<file path="src/rtl/dchain_pkg.sv">
package dchain_pkg;

    localparam int DW         = 32;
    localparam int LEN_W      = 13;
    localparam int STEP       = DW / 8;
    localparam int DESC_ALIGN = 4;
    localparam int REG_AW     = 3;

    // control/status bit positions
    localparam int CS_RUN     = 31;
    localparam int CS_DIRECT  = 30;
    localparam int CS_STOPIE  = 29;
    localparam int CS_END     = 2;
    localparam int CS_START   = 1;
    localparam int CS_BUSERR  = 0;

    // command word bit positions
    localparam int CMD_SRCINC  = 31;
    localparam int CMD_TGTINC  = 30;
    localparam int CMD_STARTIE = 22;
    localparam int CMD_ENDIE   = 21;

    localparam int PTR_HALT = 0;

    typedef enum logic [REG_AW-1:0] {
        RI_CTRL = 3'd0,
        RI_PTR  = 3'd1,
        RI_SRC  = 3'd2,
        RI_TGT  = 3'd3,
        RI_CMD  = 3'd4
    } reg_idx_e;

    typedef enum logic [2:0] {
        ST_IDLE,
        ST_FETCH,
        ST_READ,
        ST_WRITE,
        ST_CLOSE
    } eng_state_e;

    typedef struct packed {
        logic loaded;
        logic done;
        logic fault;
        logic halt;
    } eng_evt_t;

    function automatic logic [LEN_W-1:0] len_after_word(input logic [LEN_W-1:0] l);
        return (l <= LEN_W'(STEP)) ? '0 : l - LEN_W'(STEP);
    endfunction

    function automatic logic [DW-1:0] desc_base(input logic [DW-1:0] p);
        return {p[DW-1:DESC_ALIGN], {DESC_ALIGN{1'b0}}};
    endfunction

endpackage

</file>
<file path="src/rtl/dchain_engine.sv">
module dchain_engine
    import dchain_pkg::*;
(
    input  logic          clk,
    input  logic          rst,
    input  logic          run,
    input  logic          direct,
    input  logic [3:0]    sw_we,
    input  logic [DW-1:0] sw_wdata,
    output logic          mem_req,
    output logic          mem_we,
    output logic [DW-1:0] mem_addr,
    output logic [DW-1:0] mem_wdata,
    input  logic          mem_gnt,
    input  logic [DW-1:0] mem_rdata,
    input  logic          mem_err,
    output logic          busy,
    output eng_evt_t      evt,
    output logic [DW-1:0] ptr_q,
    output logic [DW-1:0] src_q,
    output logic [DW-1:0] tgt_q,
    output logic [DW-1:0] cmd_q
);

    eng_state_e    state;
    logic [1:0]    fidx;
    logic [DW-1:0] fbase;
    logic [DW-1:0] buf_q;
    logic          xfer;
    logic          fault;
    logic          chain_end;

    assign xfer      = mem_req & mem_gnt;
    assign fault     = xfer & mem_err;
    assign chain_end = direct | ptr_q[PTR_HALT];
    assign busy      = (state != ST_IDLE);

    always_comb begin
        mem_req   = 1'b0;
        mem_we    = 1'b0;
        mem_addr  = tgt_q;
        mem_wdata = buf_q;
        case (state)
            ST_FETCH: begin
                mem_req  = 1'b1;
                mem_addr = fbase | {{(DW-4){1'b0}}, fidx, 2'b00};
            end
            ST_READ: begin
                mem_req  = 1'b1;
                mem_addr = src_q;
            end
            ST_WRITE: begin
                mem_req = 1'b1;
                mem_we  = 1'b1;
            end
            default: ;
        endcase
    end

    always_comb begin
        evt.loaded = (state == ST_FETCH) & xfer & ~mem_err & (fidx == 2'd3);
        evt.done   = (state == ST_CLOSE);
        evt.fault  = fault;
        evt.halt   = fault | ((state == ST_CLOSE) & chain_end);
    end

    always_ff @(posedge clk) begin
        if (rst) begin
            state <= ST_IDLE;
            fidx  <= '0;
            fbase <= '0;
            buf_q <= '0;
            ptr_q <= '0;
            src_q <= '0;
            tgt_q <= '0;
            cmd_q <= '0;
        end else begin
            if (sw_we[0]) ptr_q <= sw_wdata;
            if (sw_we[1]) src_q <= sw_wdata;
            if (sw_we[2]) tgt_q <= sw_wdata;
            if (sw_we[3]) cmd_q <= sw_wdata;
            case (state)
                ST_IDLE: begin
                    if (run) begin
                        if (direct) begin
                            state <= (cmd_q[LEN_W-1:0] == '0) ? ST_CLOSE : ST_READ;
                        end else begin
                            fbase <= desc_base(ptr_q);
                            fidx  <= '0;
                            state <= ST_FETCH;
                        end
                    end
                end
                ST_FETCH: begin
                    if (xfer) begin
                        if (mem_err) begin
                            state <= ST_IDLE;
                        end else begin
                            fidx <= fidx + 2'd1;
                            case (fidx)
                                2'd0: ptr_q <= mem_rdata;
                                2'd1: src_q <= mem_rdata;
                                2'd2: tgt_q <= mem_rdata;
                                default: begin
                                    cmd_q <= mem_rdata;
                                    state <= (mem_rdata[LEN_W-1:0] == '0) ? ST_CLOSE : ST_READ;
                                end
                            endcase
                        end
                    end
                end
                ST_READ: begin
                    if (xfer) begin
                        if (mem_err) begin
                            state <= ST_IDLE;
                        end else begin
                            buf_q <= mem_rdata;
                            state <= ST_WRITE;
                        end
                    end
                end
                ST_WRITE: begin
                    if (xfer) begin
                        if (mem_err) begin
                            state <= ST_IDLE;
                        end else begin
                            if (cmd_q[CMD_SRCINC]) src_q <= src_q + DW'(STEP);
                            if (cmd_q[CMD_TGTINC]) tgt_q <= tgt_q + DW'(STEP);
                            cmd_q[LEN_W-1:0] <= len_after_word(cmd_q[LEN_W-1:0]);
                            state <= (cmd_q[LEN_W-1:0] <= LEN_W'(STEP)) ? ST_CLOSE : ST_READ;
                        end
                    end
                end
                ST_CLOSE: begin
                    if (chain_end) begin
                        state <= ST_IDLE;
                    end else begin
                        fbase <= desc_base(ptr_q);
                        fidx  <= '0;
                        state <= ST_FETCH;
                    end
                end
                default: state <= ST_IDLE;
            endcase
        end
    end

endmodule

</file>
<file path="src/rtl/dchain_csr.sv">
module dchain_csr
    import dchain_pkg::*;
(
    input  logic          clk,
    input  logic          rst,
    input  logic          wr,
    input  logic [2:0]    mode_bits,
    input  logic [2:0]    clr_bits,
    input  logic          busy,
    input  eng_evt_t      evt,
    input  logic          start_ie,
    input  logic          end_ie,
    output logic          run,
    output logic          direct,
    output logic          stopped,
    output logic          irq,
    output logic [DW-1:0] status
);

    logic stop_ie;
    logic f_end;
    logic f_start;
    logic f_err;

    assign stopped = ~busy & ~run;
    assign irq     = (f_start & start_ie) | (f_end & end_ie) | f_err | (stop_ie & stopped);
    assign status  = {run, direct, stop_ie, {(DW-7){1'b0}}, stopped, f_end, f_start, f_err};

    always_ff @(posedge clk) begin
        if (rst) begin
            run     <= 1'b0;
            direct  <= 1'b0;
            stop_ie <= 1'b0;
            f_end   <= 1'b0;
            f_start <= 1'b0;
            f_err   <= 1'b0;
        end else begin
            if (wr && stopped) begin
                run     <= mode_bits[2];
                direct  <= mode_bits[1];
                stop_ie <= mode_bits[0];
            end
            if (evt.halt) run <= 1'b0;
            f_end   <= evt.done   | (f_end   & ~(wr & clr_bits[2]));
            f_start <= evt.loaded | (f_start & ~(wr & clr_bits[1]));
            f_err   <= evt.fault  | (f_err   & ~(wr & clr_bits[0]));
        end
    end

endmodule

</file>
<file path="src/rtl/dchain_dma.sv">
module dchain_dma
    import dchain_pkg::*;
(
    input  logic              clk,
    input  logic              rst,
    input  logic              reg_wr,
    input  logic [REG_AW-1:0] reg_addr,
    input  logic [DW-1:0]     reg_wdata,
    output logic [DW-1:0]     reg_rdata,
    output logic              mem_req,
    output logic              mem_we,
    output logic [DW-1:0]     mem_addr,
    output logic [DW-1:0]     mem_wdata,
    input  logic              mem_gnt,
    input  logic [DW-1:0]     mem_rdata,
    input  logic              mem_err,
    output logic              irq
);

    logic          run_w;
    logic          direct_w;
    logic          stopped_w;
    logic          busy_w;
    logic          ctrl_wr;
    logic [3:0]    sw_we;
    logic [DW-1:0] status_w;
    logic [DW-1:0] ptr_w;
    logic [DW-1:0] src_w;
    logic [DW-1:0] tgt_w;
    logic [DW-1:0] cmd_w;
    eng_evt_t      evt_w;

    assign ctrl_wr = reg_wr && (reg_addr == RI_CTRL);

    for (genvar g = 0; g < 4; g++) begin : g_swwe
        assign sw_we[g] = reg_wr && stopped_w && (reg_addr == REG_AW'(int'(RI_PTR) + g));
    end

    dchain_csr u_csr (
        .clk       (clk),
        .rst       (rst),
        .wr        (ctrl_wr),
        .mode_bits (reg_wdata[CS_RUN:CS_STOPIE]),
        .clr_bits  (reg_wdata[CS_END:CS_BUSERR]),
        .busy      (busy_w),
        .evt       (evt_w),
        .start_ie  (cmd_w[CMD_STARTIE]),
        .end_ie    (cmd_w[CMD_ENDIE]),
        .run       (run_w),
        .direct    (direct_w),
        .stopped   (stopped_w),
        .irq       (irq),
        .status    (status_w)
    );

    dchain_engine u_eng (
        .clk       (clk),
        .rst       (rst),
        .run       (run_w),
        .direct    (direct_w),
        .sw_we     (sw_we),
        .sw_wdata  (reg_wdata),
        .mem_req   (mem_req),
        .mem_we    (mem_we),
        .mem_addr  (mem_addr),
        .mem_wdata (mem_wdata),
        .mem_gnt   (mem_gnt),
        .mem_rdata (mem_rdata),
        .mem_err   (mem_err),
        .busy      (busy_w),
        .evt       (evt_w),
        .ptr_q     (ptr_w),
        .src_q     (src_w),
        .tgt_q     (tgt_w),
        .cmd_q     (cmd_w)
    );

    always_comb begin
        case (reg_addr)
            RI_CTRL: reg_rdata = status_w;
            RI_PTR:  reg_rdata = ptr_w;
            RI_SRC:  reg_rdata = src_w;
            RI_TGT:  reg_rdata = tgt_w;
            RI_CMD:  reg_rdata = cmd_w;
            default: reg_rdata = '0;
        endcase
    end

endmodule

</file>
<file path="config.mk">
export PLATFORM = sky130hd
export DESIGN_NAME = dchain_dma
export DESIGN_NICKNAME = d
export VERILOG_FILES = /design/src/rtl/dchain_pkg.sv /design/src/rtl/dchain_engine.sv /design/src/rtl/dchain_csr.sv /design/src/rtl/dchain_dma.sv
export SDC_FILE = /design/constraint.sdc
export NUM_CORES = 1
export LEC_CHECK = 0
export BUFFER_PORTS_ARGS = -buffer_cell sky130_fd_sc_hd__buf_4
export CELL_PAD_IN_SITES_DETAIL_PLACEMENT = 1
export CELL_PAD_IN_SITES_GLOBAL_PLACEMENT = 1
export CORE_UTILIZATION = 46
export CTS_CLUSTER_SIZE = 12
export DETAILED_ROUTE_END_ITERATION = 8
export PLACE_DENSITY_LB_ADDON = 0.15
export SLEW_MARGIN = 10
export SYNTH_ARGS = -nofsm -noshare
export SYNTH_HDL_FRONTEND = slang
export SYNTH_SLANG_ARGS = --single-unit
export TNS_END_PERCENT = 1
</file>
<file path="constraint.sdc">
create_clock -name clk -period 4.4 [get_ports clk]
set_input_delay 0 -clock clk [delete_from_list [all_inputs] [get_ports clk]]
set_output_delay 0 -clock clk [all_outputs]
set_load 0.005 [all_outputs]
</file>
# Yosys cells after proc, flatten, opt, wreduce, memory -nomap -nowiden
# Index checks and enable logic that the tools add are counted.
[classes]
bitwise_logic = 31
n_reduce_logical = 22
addsub = 4
n_mux = 58
magnitude_cmp = 1
n_eq_ne = 19
[op_table]
columns = ["operator", "count"]
rows = [
  ["$mux W32", 26],
  ["$pmux W32 S2", 4],
  ["$pmux W32 S5", 1],
  ["$add A32 B3 Y32 const B", 2],
  ["$mux W13", 3],
  ["$mux W3", 11],
  ["$or A32 B4 Y32", 1],
  ["$logic_not A13 Y1", 2],
  ["$pmux W13 S2", 1],
  ["$mux W19", 1],
  ["$and A1 B1 Y1", 16],
  ["$pmux W3 S5", 1],
  ["$le A13 B3 Y1 const B", 1],
  ["$sub A13 B3 Y13 const B", 1],
  ["$eq A3 B2 Y1 const B", 4],
  ["$mux W2", 6],
  ["$ne A2 B2 Y1 const B", 4],
  ["$or A1 B1 Y1", 8],
  ["$logic_and A1 B1 Y1", 7],
  ["$eq A3 B1 Y1 const B", 2],
  ["$eq A3 B3 Y1 const B", 2],
  ["$logic_not A3 Y1", 2],
  ["$ne A2 B1 Y1 const B", 3],
  ["$not A1 Y1", 6],
  ["other kinds (15)", 20],
]
[totals]
inputBits = 72
elab_cells = 149
output_inout_bits = 99
ff_bits = 203

# Depth between registers and ports, before layout
[logic_depth]
ltp_word = 10
depth_mapped = 10
depth_no_buf = 7

# Cells and area by module
# From an unflattened synthesis, not the netlist that was laid out.
[unflattened]
cells_unflattened = 1586
hier_area_um2 = 12844.8
[by_module_without_submodules]
columns = ["module", "n_inst", "area_per_inst_um2", "seq_area_each_um2", "cells_each"]
rows = [
  ["dchain_engine", 1, 11044.3, 3863.7, 1362],
  ["dchain_dma", 1, 1280.0, 0.0, 166],
  ["dchain_csr", 1, 520.5, 120.1, 58],
]

# Worst setup path before layout
# Ideal clock, no wire load.
[synth_path]
kind = "flip-flop to flip-flop"
start = "reg u_eng.cmd_q[2]"
end = "reg u_eng.state[2]"
path_slack_ps = 2325
synth_period_minus_slack_ps = 2075
stages_incl_launch_ff = 7
t_required_ps = 4297
setup_ps = 103
arrival_time_ps = 1972
path_buffers = 0
path_cell_list = "dfxtp_1 > ha_1 > or3b_4 > a2111oi_4 > mux2i_1 > o32a_1 > a2111oi_2"
[synth_via]
elab_chain_len = 5
word_cells_on_any_way = 9
cone_classes = "order compare (1); mux (7); reduce/logical (1)"
[synth_rtl]
columns = ["element", "line", "rtl"]
rows = [
  ["start, declared", "dchain_engine.sv:22", "output logic [DW-1:0] cmd_q"],
  ["start signal, assigned", "dchain_engine.sv:81", "if (sw_we[3]) cmd_q <= sw_wdata;"],
  ["start signal, assigned", "dchain_engine.sv:105", "cmd_q <= mem_rdata;"],
  ["start signal, assigned by index", "dchain_engine.sv:129", "cmd_q[LEN_W-1:0] <= len_after_word(cmd_q[LEN_W-1:0]);"],
  ["$le A13 B3 Y1 or $logic_not A13 Y1 (tied branches)", "dchain_engine.sv:130, dchain_engine.sv:86", ""],
  ["$mux W3, on equally long branches", "dchain_engine.sv:130, dchain_engine.sv:86", ""],
  ["$mux W3, on equally long branches", "dchain_engine.sv:124, dchain_engine.sv:85", ""],
  ["$mux W3, on equally long branches", "dchain_engine.sv:123, dchain_engine.sv:84", ""],
  ["$pmux W3 S5 *", "dchain_engine.sv:82", "case (state)"],
  ["end signal, assigned", "dchain_engine.sv:86", "state <= (cmd_q[LEN_W-1:0] == '0) ? ST_CLOSE : ST_READ;"],
  ["end signal, assigned", "dchain_engine.sv:106", "state <= (mem_rdata[LEN_W-1:0] == '0) ? ST_CLOSE : ST_READ;"],
  ["end signal, assigned", "dchain_engine.sv:130", "state <= (cmd_q[LEN_W-1:0] <= LEN_W'(STEP)) ? ST_CLOSE : ST_READ;"],
  ["end, declared", "dchain_engine.sv:25", "eng_state_e state;"],
]
# Every way passes the cells marked *; elsewhere a longest branch is shown, timed or not. The select of a mux whose other input is x is not followed.
# A chain may end at the register's enable or synchronous reset.

# Worst setup path in the final report
[layout_path]
start = "reg u_eng.state[2]"
end = "reg u_eng.cmd_q[22]"
[layout_via]
elab_chain_len = 10
word_cells_on_any_way = 16
cone_classes = "eq/ne (3); mux (6); bitwise (3); reduce/logical (4)"
[layout_rtl]
columns = ["element", "line", "rtl"]
rows = [
  ["$reduce_bool A3 Y1", "dchain_engine.sv:36", "assign busy = (state != ST_IDLE);"],
  ["$not A1 Y1", "dchain_csr.sv:25", "assign stopped = ~busy & ~run;"],
  ["$and A1 B1 Y1", "dchain_csr.sv:25", ""],
  ["$logic_and A1 B1 Y1 (2 in series)", "dchain_dma.sv:36", "assign sw_we[g] = reg_wr && stopped_w && (reg_addr == REG_AW'(int'(RI_PTR) + g));"],
  ["$mux W32", "dchain_engine.sv:81", ""],
  ["$mux W32", "dchain_engine.sv:100", "case (fidx)"],
  ["$mux W32", "dchain_engine.sv:96", "if (mem_err) begin"],
  ["$mux W32", "dchain_engine.sv:95", "if (xfer) begin"],
  ["$mux W19 *", "dchain_engine.sv:82", ""],
]
# Every way passes the cells marked *; elsewhere a longest branch is shown, timed or not.

==> impl_metrics.ini <==
[timing]
tightest_slew_ns = 1.212
rsz0062_at_grt = no
tns_ns = 0
clock.fmax_mhz = 270.4
finalSetupViolations = 0
slew_headroom = 0.1891
finClkSkew_ns = 0.01913
setup_ws_ns = 0.7016
holdWs_ns = 0.07443
min_period_ns = 3.698
min_period_over_period = 0.8405
finalHoldViolations = 0
slew_viol_final = 0

[placement]
numPortBuffers = 170
place_congestion = 0.8766
place_area_mm2 = 0.01322
dp_hpwl_um = 31270
pre_cts_ws_ns = 1.281

[cts]
cts_tree = built
cts.sinks = 199
worstSkewPairLatency_ns = 0.45
numCtsBuffers = 17
root_buffer = clkbuf_16
cts_max_path_buffers = 2
clk_pin_slew_ns = 0.09
cts.htree.levels = 4

[synth]
ys.flop_type = dfxtp_1
syn_inst = 1507
synth-compound-area-share = 0.2563
mappedNetlistArea_mm2 = 0.01188
synth_top_family_by_area = compound AO/OA/AOI/OAI gates
synthAdderAreaFrac = 0.009482
async_reset_ff_frac = 0
ys_types = 66
ys_seq_area_frac = 0.3354
synth.avg_cell_area_um2 = 7.881
synth-seq-cells = 199
synthMuxAreaShare = 0.1062
syn_nets = 1588
ys_warn_count = 0
synth_xor_area_frac = 0.02581
synthSimpleGateAreaFrac = 0.2121
synth_enable_flop_cells = 0

[power]
powerDensity_mw_per_mm2 = 275.5
leakage_uw = 0.005625
peakVddDrop_mv = 0.2051

[finish]
n_fill_cell = 3032
multi_input_area_mm2 = 0.007286
n_antenna_cell = 0
register_area_mm2 = 0.003984
area_growth_pct = 21.90
post-route-cell-area_mm2 = 0.01448
drive_above_1_share = 0.1901
nets = 1725

[global_route]
grt_max_degree = 105
grtUsageTotal = 0.3555
grt_pass1_vias = 13100
antenna_found_initial = 0
grt-ovfl-total = 0
grt_first_pass_wirelength_um = 73530

[hold_path]
min_to = u_eng.state[1]
min_path_type = in -> reg
min-delay-start = mem_gnt
hold_depth = 5

[routing]
viasPerCell = 6.490
drc_errors = 0
dr.pass1.iters = 7
drt_iter0_drc = 1162
ant_nets = 0
wl_per_cell_um = 23.88
num_vias = 12900
routed_wl_um = 47450

[setup_path]
cp.required_ns = 4.80
r2r_cells = 6
worst_ep_arrival_time_ns = 4.09
slowest_stage = and3_1
path_class = reg -> reg
max_stage_delay_ns = 1.01
crit_path_start_kind = flop
regToRegEndpoint = u_eng.cmd_q[22]
crit_path_end_kind = flop
ff2ff_setup_slack_ns = 0.70
critPathMaxFanout = 18
cp_cell_sequence = nor4_4 > and3_1 > buf_4 > nand2_1 > a311oi_1 > dlygate4sd3_1
timing.rr.start = u_eng.state[2]

[status]
outcome = finished clean

[die]
fp-row-count = 58
die_w_um = 162.7
coreArea_mm2 = 0.02525
io_pins = 171
initial_core_util = 0.4703
die-area_mm2 = 0.02646
fp.dieH_um = 162.7

[job]
drv_cap = 0
-- logic make-up after synthesis --
group,count (synthesis)
AOI/OAI and AO/OA,433
DFF,199
adders and majority gates,9
xor gates and xnor gates,35
buffers and inverters,160
muxes,117
and+or+nand+nor,554
-- worst max path at each step --
stage | cells after the start | startpoint | endpoint
after floorplan | 6 | u_eng.cmd_q[2] | u_eng.state[2]
after global placement | 6 | u_eng.state[2] | u_eng.src_q[5]
after detailed placement | 6 | u_eng.state[2] | u_eng.src_q[6]
after CTS | 6 | u_eng.state[2] | u_eng.cmd_q[22]
after global routing | 6 | u_eng.state[2] | u_eng.cmd_q[22]
final | 6 | u_eng.state[2] | u_eng.cmd_q[22]
-- worst max-delay path: cells and delay by family, from the launching register on --
family | cells | cell delay (ns)
AO/OA/AOI/OAI | 1 | 0.30
buffers and inverters | 2 | 1.01
flip-flops | 1 | 0.53
AND/OR/NAND/NOR | 3 | 1.77
-- layout make-up --
cell class                      instances  share of cell area
Multi-Input combinational cell       1148              0.5032
Sequential cell                       199              0.2752
Timing Repair Buffer                  264              0.1487
Clock buffer                           18             0.02964
Tap cell                              330             0.02852
Clock inverter                         14             0.01106
Inverter                               14            0.003630
-- stage by stage --
stage | cells | util | total power [uW]
after floorplan | 1507 | - | 2125
after global placement | 1888 | 0.5234 | 2319
after detailed placement | 1888 | 0.5234 | 2330
after CTS | 1987 | 0.5733 | 3977
after global routing | 1987 | 0.5733 | 4093
final | 1987 | 0.5733 | 3989
-- Yosys cell counts (4+ instances only) --
cell type / n / share of area
a311oi_1: 21 / 0.015
inv_1: 14 / 0.0044
clkbuf_1: 112 / 0.035
and3_1: 15 / 0.0079
a221oi_1: 7 / 0.0052
a2bb2oi_1: 13 / 0.0096
ha_1: 9 / 0.0095
a22o_1: 27 / 0.020
o21ai_0: 24 / 0.010
mux2i_1: 54 / 0.046
o31a_1: 9 / 0.0066
dfxtp_1: 199 / 0.34
nand3_1: 29 / 0.012
o21a_1: 7 / 0.0044
and4_1: 10 / 0.0074
xor2_1: 21 / 0.015
buf_2: 28 / 0.012
nand2_1: 294 / 0.093
nand3b_1: 5 / 0.0032
mux2_2: 62 / 0.059
nor2_1: 98 / 0.031
a211oi_1: 34 / 0.021
a21oi_1: 132 / 0.056
nand2b_1: 5 / 0.0026
xnor2_1: 14 / 0.010
o22ai_1: 11 / 0.0058
a31oi_1: 9 / 0.0047
nor3_1: 33 / 0.014
a221o_1: 25 / 0.021
or3_1: 4 / 0.0021
nand4_1: 11 / 0.0058
nor4b_1: 4 / 0.0029
nor4_1: 19 / 0.010
a22oi_1: 94 / 0.059
-- state kept, by name, indices dropped and copies added, names as in the netlist --
name,cells
u_eng.cmd_q,32
u_eng.mem_wdata,32
u_eng.ptr_q,32
u_eng.src_q,32
u_eng.tgt_q,32
u_eng.fbase,28
u_eng.state,3
u_eng.fidx,2
u_csr.direct,1
u_csr.f_end,1
u_csr.f_err,1
u_csr.f_start,1
u_csr.run,1
u_csr.stop_ie,1
-- layout by cell type, fill, tap and decap left out, types with 4 or more instances in the layout --
master,synthesis,final
a211oi_1,34,34
o21ai_0,24,24
and4_1,10,10
inv_8,0,4
dfxtp_1,199,199
inv_1,14,14
o22ai_1,11,11
a22oi_1,94,94
xnor2_1,14,14
a311oi_1,21,21
nor2_1,98,95
mux2_2,62,62
inv_6,0,4
nand3_1,29,28
nor4_1,19,19
and3_1,15,15
o31a_1,9,9
or3_1,4,4
dlygate4sd3_1,0,67
a221oi_1,7,7
a22o_1,27,27
nand2_1,294,293
nor3_1,33,33
a221o_1,25,25
nand3b_1,5,5
a21oi_1,132,132
nor4b_1,4,4
nand4_1,11,11
o21a_1,7,7
ha_1,9,9
a2bb2oi_1,13,13
nor2_2,1,4
clkbuf_16,0,17
xor2_1,21,21
mux2i_1,54,54
and2_1,3,4
a31oi_1,9,9
buf_4,2,196
nand2b_1,5,4
-- power breakdown --
part	leakage [uW]	switching [uW]	total [uW]	internal [uW]
clock network	0.000287	822	1640	814
registers	0.00161	52.0	1880	1830
logic	0.00373	264	468	204
total	0.00562	1140	3990	2850
-- per-layer routing --
layer  up-vias  wire length (um)  share of wire  global-route usage
li1       5780                 -              -                   -
met1      6431             20150           0.42              0.4582
met2       569             22700           0.48              0.5959
met3       116              3167          0.067             0.05017
met4         0              1425          0.030              0.1419
met5         -                 0              0                   0
-- timing repair --
| item | in CTS | in global routing |
|---|---|---|
| setup buffers | 0 | 0 |
| gates resized for setup | 0 | 0 |
| hold buffers | 67 | 0 |
| endpoints found under the hold margin | 165 | 0 |
Power figures use the tool's default switching activity.
